`src/rtl/exp_seq_pkg.sv`:
```
package exp_seq_pkg;
    typedef enum logic [1:0] {
        ST_IDLE  = 2'd0,
        ST_GRST  = 2'd1,
        ST_INTEG = 2'd2,
        ST_DONE  = 2'd3
    } exp_state_e;

    localparam int NSLOPE = 2;
endpackage

```
`src/rtl/exp_unit_sel.sv`:
```
module exp_unit_sel (
    input  logic clk_units,
    input  logic line_tick,
    output logic unit
);
    always_comb begin
        unit = clk_units | line_tick;
    end
endmodule

```
`src/rtl/exp_slope_win.sv`:
```
module exp_slope_win #(
    parameter int W = 16
) (
    input  logic         active,
    input  logic         en,
    input  logic [W-1:0] rem,
    input  logic [W-1:0] gap,
    input  logic [W-1:0] len,
    output logic         win
);
    localparam int SW = W + 1;
    logic [SW-1:0] upper;

    always_comb begin
        upper = {1'b0, gap} + {1'b0, len};
        win   = active && en && (rem > gap) && ({1'b0, rem} <= upper);
    end
endmodule

```
`src/rtl/exp_seq.sv`:
```
module exp_seq #(
    parameter int W = 16
) (
    input  logic         clk_i,
    input  logic         rst_ni,
    input  logic         start_i,
    input  logic         line_tick_i,
    input  logic         clk_units_i,
    input  logic [W-1:0] rst_len_i,
    input  logic [W-1:0] pulse_len_i,
    input  logic [W-1:0] tint_i,
    input  logic [W-1:0] tint_dual_i,
    input  logic [W-1:0] tint_triple_i,
    input  logic         dual_en_i,
    input  logic         triple_en_i,
    output logic         pix_rst_o,
    output logic         slope_rst_o,
    output logic         eoi_o
);
    import exp_seq_pkg::*;

    localparam logic [W-1:0] ONE = {{(W-1){1'b0}}, 1'b1};

    exp_state_e                   state_q, state_d;
    logic [W-1:0]                 cnt_q, cnt_d;
    logic [W-1:0]                 tint_q, plen_q;
    logic [NSLOPE-1:0][W-1:0]     gap_q;
    logic [NSLOPE-1:0]            slope_en_q;
    logic                         clk_units_q;
    logic                         unit;
    logic [NSLOPE-1:0]            win;

    function automatic logic [W-1:0] nz(input logic [W-1:0] v);
        return (v == '0) ? ONE : v;
    endfunction

    exp_unit_sel u_unit (
        .clk_units (clk_units_q),
        .line_tick (line_tick_i),
        .unit      (unit)
    );

    for (genvar g = 0; g < NSLOPE; g++) begin : g_slope
        exp_slope_win #(.W(W)) u_win (
            .active (state_q == ST_INTEG),
            .en     (slope_en_q[g]),
            .rem    (cnt_q),
            .gap    (gap_q[g]),
            .len    (plen_q),
            .win    (win[g])
        );
    end

    // Next-state and counter logic
    always_comb begin
        state_d = state_q;
        cnt_d   = cnt_q;
        unique case (state_q)
            ST_IDLE: begin
                if (start_i) begin
                    state_d = ST_GRST;
                    cnt_d   = nz(rst_len_i);
                end
            end
            ST_GRST: begin
                if (unit) begin
                    if (cnt_q == ONE) begin
                        state_d = ST_INTEG;
                        cnt_d   = tint_q;
                    end else begin
                        cnt_d = cnt_q - ONE;
                    end
                end
            end
            ST_INTEG: begin
                if (unit) begin
                    if (cnt_q == ONE) begin
                        state_d = ST_DONE;
                    end else begin
                        cnt_d = cnt_q - ONE;
                    end
                end
            end
            ST_DONE: begin
                state_d = ST_IDLE;
            end
        endcase
    end

    // State register and configuration capture
    always_ff @(posedge clk_i or negedge rst_ni) begin
        if (!rst_ni) begin
            state_q     <= ST_IDLE;
            cnt_q       <= '0;
            tint_q      <= ONE;
            plen_q      <= ONE;
            gap_q       <= '0;
            slope_en_q  <= '0;
            clk_units_q <= 1'b1;
        end else begin
            state_q <= state_d;
            cnt_q   <= cnt_d;
            if (state_q == ST_IDLE && start_i) begin
                tint_q      <= nz(tint_i);
                plen_q      <= nz(pulse_len_i);
                gap_q[0]    <= tint_dual_i;
                gap_q[1]    <= tint_triple_i;
                slope_en_q  <= {triple_en_i, dual_en_i};
                clk_units_q <= clk_units_i;
            end
        end
    end

    // Outputs
    always_comb begin
        pix_rst_o   = (state_q == ST_GRST);
        slope_rst_o = |win;
        eoi_o       = (state_q == ST_DONE);
    end
endmodule

```
`config.mk`:
```
export PLATFORM = sky130hd
export DESIGN_NAME = exp_seq
export DESIGN_NICKNAME = d
export VERILOG_FILES = /design/src/rtl/exp_seq_pkg.sv /design/src/rtl/exp_unit_sel.sv /design/src/rtl/exp_slope_win.sv /design/src/rtl/exp_seq.sv
export SDC_FILE = /design/constraint.sdc
export NUM_CORES = 1
export LEC_CHECK = 0
export ABC_AREA = 0
export CAP_MARGIN = 25
export CORE_MARGIN = 2
export CORE_UTILIZATION = 45
export CTS_CLUSTER_SIZE = 14
export DETAILED_ROUTE_END_ITERATION = 16
export GPL_TIMING_DRIVEN = 0
export MAX_ROUTING_LAYER = met4
export PLACE_DENSITY = 0.67
export SYNTH_ARGS = -nofsm -noshare
export SYNTH_HDL_FRONTEND = slang
export SYNTH_SLANG_ARGS = --single-unit
```
`constraint.sdc`:
```
create_clock -name clk_i -period 11.9 [get_ports clk_i]
set_clock_uncertainty 0.1 [all_clocks]
set_input_delay 1.785 -clock clk_i [delete_from_list [all_inputs] [get_ports clk_i]]
set_output_delay 1.785 -clock clk_i [all_outputs]
set_load 0.02 [all_outputs]
```
Word level (Yosys, flattened, before mapping)
Cells that the tools add are included.

word-level totals
  output and inout bits = 3
  word-level logic and storage cells = 56
  flip-flop bits (word level) = 85

cells by class
  order comparisons = 4
  equal/unequal tests = 10
  add/sub/neg operators = 3
  reduce and logical (&&, ||, !) cells = 15
  bitwise gates (word level) = 1
  mux-type cells = 15

operators with widths
  cell                                                                     count
  16-bit 2-to-1 mux                                                        8
  16-bit zero test                                                         3
  16-bit case mux with 3 select lines                                      1
  16-bit by 16-bit adder with 17-bit output                                2
  16-bit by 17-bit less-or-equal comparator with 1-bit output              2
  16-bit greater-than comparator                                           2
  16-bit by 1-bit equality test with 1-bit output, second input constant   1
  16-bit by 1-bit subtractor with 16-bit output, second input constant     1
  2-bit 2-to-1 mux                                                         5
  5-bit AND reduction                                                      2
  2-bit inequality test, second input constant                             4
  2-bit case mux with 4 select lines                                       1
  1-bit logical AND                                                        7
  2-bit equality test, second input constant                               2
  2-bit by 1-bit inequality test with 1-bit output, second input constant  2
  3-bit nonzero test                                                       1
  2-bit by 1-bit equality test with 1-bit output, second input constant    1
  2-bit zero test                                                          1
  2-bit OR reduction                                                       1
  1-bit OR                                                                 1

Longest topological paths before layout
  depth in word-level cells = 5
  mapped depth = 17

Cells and area by module
A second synthesis with hierarchy kept.

unflattened totals
  cell total of the unflattened synthesis = 750
  area, all modules = 7,275.7 um^2

modules (own cells, without submodules)
  module                            instances  area an instance (um^2)  cells an instance
  exp_seq                           1          4,290.4                  358
  exp_slope_win (g_slope[0].u_win)  1          1,502.7                  202
  exp_slope_win (g_slope[1].u_win)  1          1,476.4                  189
  exp_unit_sel                      1          6.3                      1

Least setup slack after synthesis
No wires, ideal clock.

  kind = register to output
  from = reg gap_q[16] (netlist bit)
  to = out slope_rst_o
  path slack = 6,302 ps
  arrival time = 3,713 ps
  cell stages (with the launch flop) = 18
  cell sequence = dfrtp_1 ha_1 fa_1 a21o_1 a21oi_1 o2111ai_1 a21bo_2 o41a_1 a31oi_1 xor2_1 ha_1 nand2_1 nor2_1 a211oi_1 o21ai_0 a211o_1 nand3_1 o311ai_0

between the ends
  cells in the longest elaborated chain, start to end = 4
  elaborated cells on any way between the ends = 6

RTL lines
  element                                                                                                  RTL line                                  RTL
  from (decl)                                                                                              exp_seq.sv:27                             logic [NSLOPE-1:0][W-1:0] gap_q;
  16-bit by 16-bit adder with 17-bit output / 16-bit greater-than comparator (equally long branches)       exp_slope_win.sv:15, exp_slope_win.sv:16
  16-bit by 17-bit less-or-equal comparator with 1-bit output / 1-bit logical AND (equally long branches)  exp_slope_win.sv:16                       win = active && en && (rem > gap) && ({1'b0, rem} <= upper);
  1-bit logical AND (*)                                                                                    exp_slope_win.sv:16
  2-bit OR reduction (*)                                                                                   exp_seq.sv:117                            slope_rst_o = |win;
  to (decl)                                                                                                exp_seq.sv:17                             output logic slope_rst_o,

Every way passes the cells marked *; elsewhere a longest branch is shown, timed or not.

Final worst setup path
  from = reg plen_q[1]
  to = out slope_rst_o

between the ends
  cells in the longest elaborated chain, start to end = 4
  elaborated cells on any way between the ends = 7

RTL lines
  element                                                      RTL line             RTL
  from (decl)                                                  exp_seq.sv:26        logic [W-1:0] tint_q, plen_q;
  from (signal assigned)                                       exp_seq.sv:105       plen_q <= nz(pulse_len_i);
  16-bit by 16-bit adder with 17-bit output                    exp_slope_win.sv:15  upper = {1'b0, gap} + {1'b0, len};
  16-bit by 17-bit less-or-equal comparator with 1-bit output  exp_slope_win.sv:16
  1-bit logical AND                                            exp_slope_win.sv:16
  2-bit OR reduction (*)                                       exp_seq.sv:117

Marked as above.

==> impl_summary.md <==
Yosys
The number of nets handed over by synthesis was 887. For this run, the register share of the synthesized area comes to 31.14%. The count of synthesis-stage warnings from yosys is 0.

Counting flops with an async set or reset pin after synthesis yields a share of 100.0%. The per-instance average area after synthesis is 9.830 sq um. The instance count of the mapped netlist is 696. In this run, distinct cell masters in the synthesized netlist total 65. The synthesized area is 6842 sq um. The number of enable flip-flop cells after synthesis is 0.

In the synthesized netlist the dominant register cell turns out to be sky130_fd_sc_hd__dfrtp_1. The synthesized design contains 85 register bits.

GRT
For this run the aggregate overflow at the end of global routing stands at 0. The via count of the first global-routing pass came to 5843. The maximum number of pins on one net before global-route repair is 50.

The first global-routing pass estimated 30.66 mm of wire. The all-layer global routing usage is 25.11%. The initial antenna violation count came to 0.

Final layout
Leaving out fill and tap cells, the most frequent cell in the layout is sky130_fd_sc_hd__ha_1. After routing the design area is 8312 sq um. In the final layout, the share of cells above drive strength 1 is 13.47%. Compared with the post-synthesis result, the final layout area differs by 21.49%. For this run, the post-layout net count is 988. Leaving out fill and tap cells, the most frequent cells in the layout are 102 x sky130_fd_sc_hd__ha_1, 88 x sky130_fd_sc_hd__clkdlybuf4s50_1, 82 x sky130_fd_sc_hd__dfrtp_1, 66 x sky130_fd_sc_hd__mux2_2, 55 x sky130_fd_sc_hd__nand2_1.

The number of diodes added for antenna fixing is 0. The number of cells in the finished layout apart from fillers is 990.

Hold path
The sink of the worst hold path is tint_q[0]. The min-delay analysis places its worst path in the category reg -> reg. The worst hold path begins at tint_q[0]. Along the worst hold path, the cell count comes to 2.

Critical path
The depth of the worst register-to-register path is 8. The signal on the critical path passes through ha_1 -> a211o_1 -> o211ai_1 -> a21oi_1 -> a211o_1 -> o41ai_2 -> o2111ai_1 -> a21oi_1 -> xnor2_1 -> ha_1 -> nand2_1 -> nor3_1 -> a211oi_1 -> o21ai_0 -> a211o_1 -> nand3_1 -> o311ai_0 -> clkdlybuf4s50_1. STA puts the critical path data required time at 10020 ps. The cell repeated most along the worst path is sky130_fd_sc_hd__a211o_1. In this run the register-to-register setup slack is 8950 ps.

The endpoint kind of the worst setup timing path is an output port. The capture point of the worst reg-to-reg path is cnt_q[11]. The type of the worst setup path is reg -> out. The data arrival time at the worst-slack endpoint is 5080 ps. The cell type of the slowest stage on the worst timing path is sky130_fd_sc_hd__clkdlybuf4s50_1. The worst stage delay on the critical path is 730 ps. The startpoint of the lowest-slack register-to-register path is cnt_q[7]. The kind of launch point of the worst setup path is a flip-flop. The maximum fanout along the worst path is 5.

Die
For this configuration, the core starts out at a cell density of 45.51%. The die covers 16210 sq um. The number of primary I/O pins is 90.

The core area is 15030 sq um. After floorplanning, the core was divided into 45 placement rows. The floorplan step set the die height to 127.3 um.

The die is 127.3 um wide.

Clock network
In this run, post-CTS hold repair placed 0 buffers. The clock-pin slew on the worst setup and hold paths is 70 ps. The number of buffers between clock root and the deepest sink is 2. The buffers inserted during post-CTS setup optimization is 0. Counting every sink on the clock net gives 85. The CTS tree is built. The cell at the root of the clock tree is sky130_fd_sc_hd__clkbuf_16. The number of buffers added by the clock tree synthesis step is 9. Clock latency on the worst-skew pair, taken at its later pin, is 350 ps. Once the clock tree was built, the resizer swapped 0 gates to a different size. The clock tree synthesis step divided the H-tree into 3 levels.

Flow run
The max-cap check violation count is 0.

Placement
Buffers placed on the I/O ports in this run total 89. The congestion estimate from routability-driven global placement came to 0.8649. The area of placed instances is 7993 sq um. Timing analysis after detailed placement gives a worst setup slack of 5357 ps. The total half-perimeter wirelength after legalization and detailed placement is 15.20 mm. Counting tap cells, the placed design contains a total of 974 instances.

STA
Setup slack on the critical path of the routed design comes to 4934 ps. The post-layout minimum cycle time is 6966 ps. The maximum clock frequency is 143.6 MHz. The hold violation total from the final report is 0. Setup repair after global routing left no endpoint under its margin. The final number of setup-violating endpoints is 0. In this run the tightest slew margin relative to its limit is 41.28%. The count of final max-slew check failures came to 0.

Of the available clock period, the critical path in the final layout requires 58.54%. The pin slew with the least headroom to its limit is 880.8 ps. In the final timing run, aggregate negative setup slack is 0 ps.

Status
The flow ran to the end, and the final reports show no timing, DRC or antenna violations.

Detailed routing
The length of the first detailed-routing pass in iterations is 5. Once detail routing completed, the nets flagged for antenna violations numbered 0. The ratio of routed vias to standard cells is 5.823. The number of DRC markers in iteration 0 is 326. The routed wire length is 18.87 mm. After detailed routing, the average wire length per cell comes to 19.06 um. The number of vias in the routed layout is 5765. After detailed routing, the number of remaining DRC violations is 0.
-- metal layers --
metal  global-route usage [%]  share of wire (%)  vias up  routed length, um
li1                         -                  -     2778                  -
met4                    7.886                1.7        0                316
met2                    40.67                 48      129               9022
met1                    32.86                 46     2830               8764
met3                    3.350                4.0       28                763
met5                        -                  0        -                  0
-- critical path, delay by kind of cell (launching register included) --
family	cells	cell delay, ps
simple gates	3	490
compound gates	11	2230
fa+ha+maj	2	700
buf+inv	1	730
xor+xnor	1	90
flops	1	470
-- layout make-up --
type,count,area [sq um]
fill,1309,6721
multi-input combinational,549,4462
sequential,85,2131
timing repair buffer,90,915.9
clock buffer,13,250.2
tap,188,235.2
inverter,46,172.7
buffer,16,76.32
clock inverter,3,68.82
-- Yosys cell counts (3+ instances only) --
library cell / count / area share [%]
sky130_fd_sc_hd__ha_1: 102 / 19
sky130_fd_sc_hd__dfrtp_1: 82 / 30
sky130_fd_sc_hd__mux2_2: 66 / 11
sky130_fd_sc_hd__nand2_1: 55 / 3.0
sky130_fd_sc_hd__inv_1: 46 / 2.5
sky130_fd_sc_hd__o21ai_0: 37 / 2.7
sky130_fd_sc_hd__a21oi_1: 36 / 2.6
sky130_fd_sc_hd__a21o_1: 32 / 3.5
sky130_fd_sc_hd__nor2_1: 24 / 1.3
sky130_fd_sc_hd__xor2_1: 20 / 2.6
sky130_fd_sc_hd__xnor2_1: 18 / 2.3
sky130_fd_sc_hd__o211ai_1: 16 / 1.8
sky130_fd_sc_hd__nand4_1: 13 / 1.2
sky130_fd_sc_hd__nor4_1: 12 / 1.1
sky130_fd_sc_hd__nor3_1: 10 / 0.73
sky130_fd_sc_hd__o21ai_1: 10 / 0.73
sky130_fd_sc_hd__nand2b_1: 9 / 0.82
sky130_fd_sc_hd__buf_1: 7 / 0.38
sky130_fd_sc_hd__buf_2: 7 / 0.51
sky130_fd_sc_hd__nand3_1: 7 / 0.51
sky130_fd_sc_hd__a211oi_1: 6 / 0.66
sky130_fd_sc_hd__nor2b_1: 5 / 0.46
sky130_fd_sc_hd__o21a_1: 5 / 0.55
sky130_fd_sc_hd__a211o_1: 4 / 0.51
sky130_fd_sc_hd__a31oi_1: 4 / 0.37
sky130_fd_sc_hd__and3_1: 4 / 0.37
sky130_fd_sc_hd__mux2i_1: 4 / 0.59
sky130_fd_sc_hd__or2_2: 4 / 0.37
sky130_fd_sc_hd__dfstp_2: 3 / 1.2
sky130_fd_sc_hd__o21bai_1: 3 / 0.33
sky130_fd_sc_hd__or4_1: 3 / 0.33
-- kinds of logic after synthesis --
logic type,Yosys count,synth area share (%)
AO/OA/AOI/OAI,181,17.63
XOR/XNOR,38,4.865
adder cells (fa/ha/maj),104,19.24
buffers and inverters,62,3.639
flip-flops,85,31.14
multiplexers,70,11.45
AND/OR/NAND/NOR,156,12.03
-- metrics by stage --
| stage | hold slack (ps) | util [%] |
|---|---|---|
| 6_report | 402.7 | 55.29 |
| 5_1_grt | 425.4 | 55.29 |
| 4_1_cts | 401.9 | 55.29 |
| 3_5_place_dp | 392.0 | 53.17 |
| 3_3_place_gp | 380.7 | 53.00 |
| 2_1_floorplan | 358.3 | - |
-- flip-flops by register name, summed over array words and instances, names as in the netlist --
register,count
clk_units_q,1
cnt_q,16
gap_q,32
plen_q,16
slope_en_q,2
state_q,2
tint_q,16
-- worst max path at each step --
stage | from | endpoint | slack, ps | cells past startpoint
6_report | plen_q[1] | slope_rst_o | 4930 | 18
5_1_grt | plen_q[1] | slope_rst_o | 4610 | 18
4_1_cts | plen_q[1] | slope_rst_o | 4930 | 18
3_5_place_dp | plen_q[1] | slope_rst_o | 5360 | 18
3_3_place_gp | plen_q[1] | slope_rst_o | 5310 | 18
2_1_floorplan | gap_q[16] | slope_rst_o | 6300 | 17
Power is left out: the tool's default activity adds up to more than one toggle a clock period on the data nets, which glitch-free logic cannot reach.
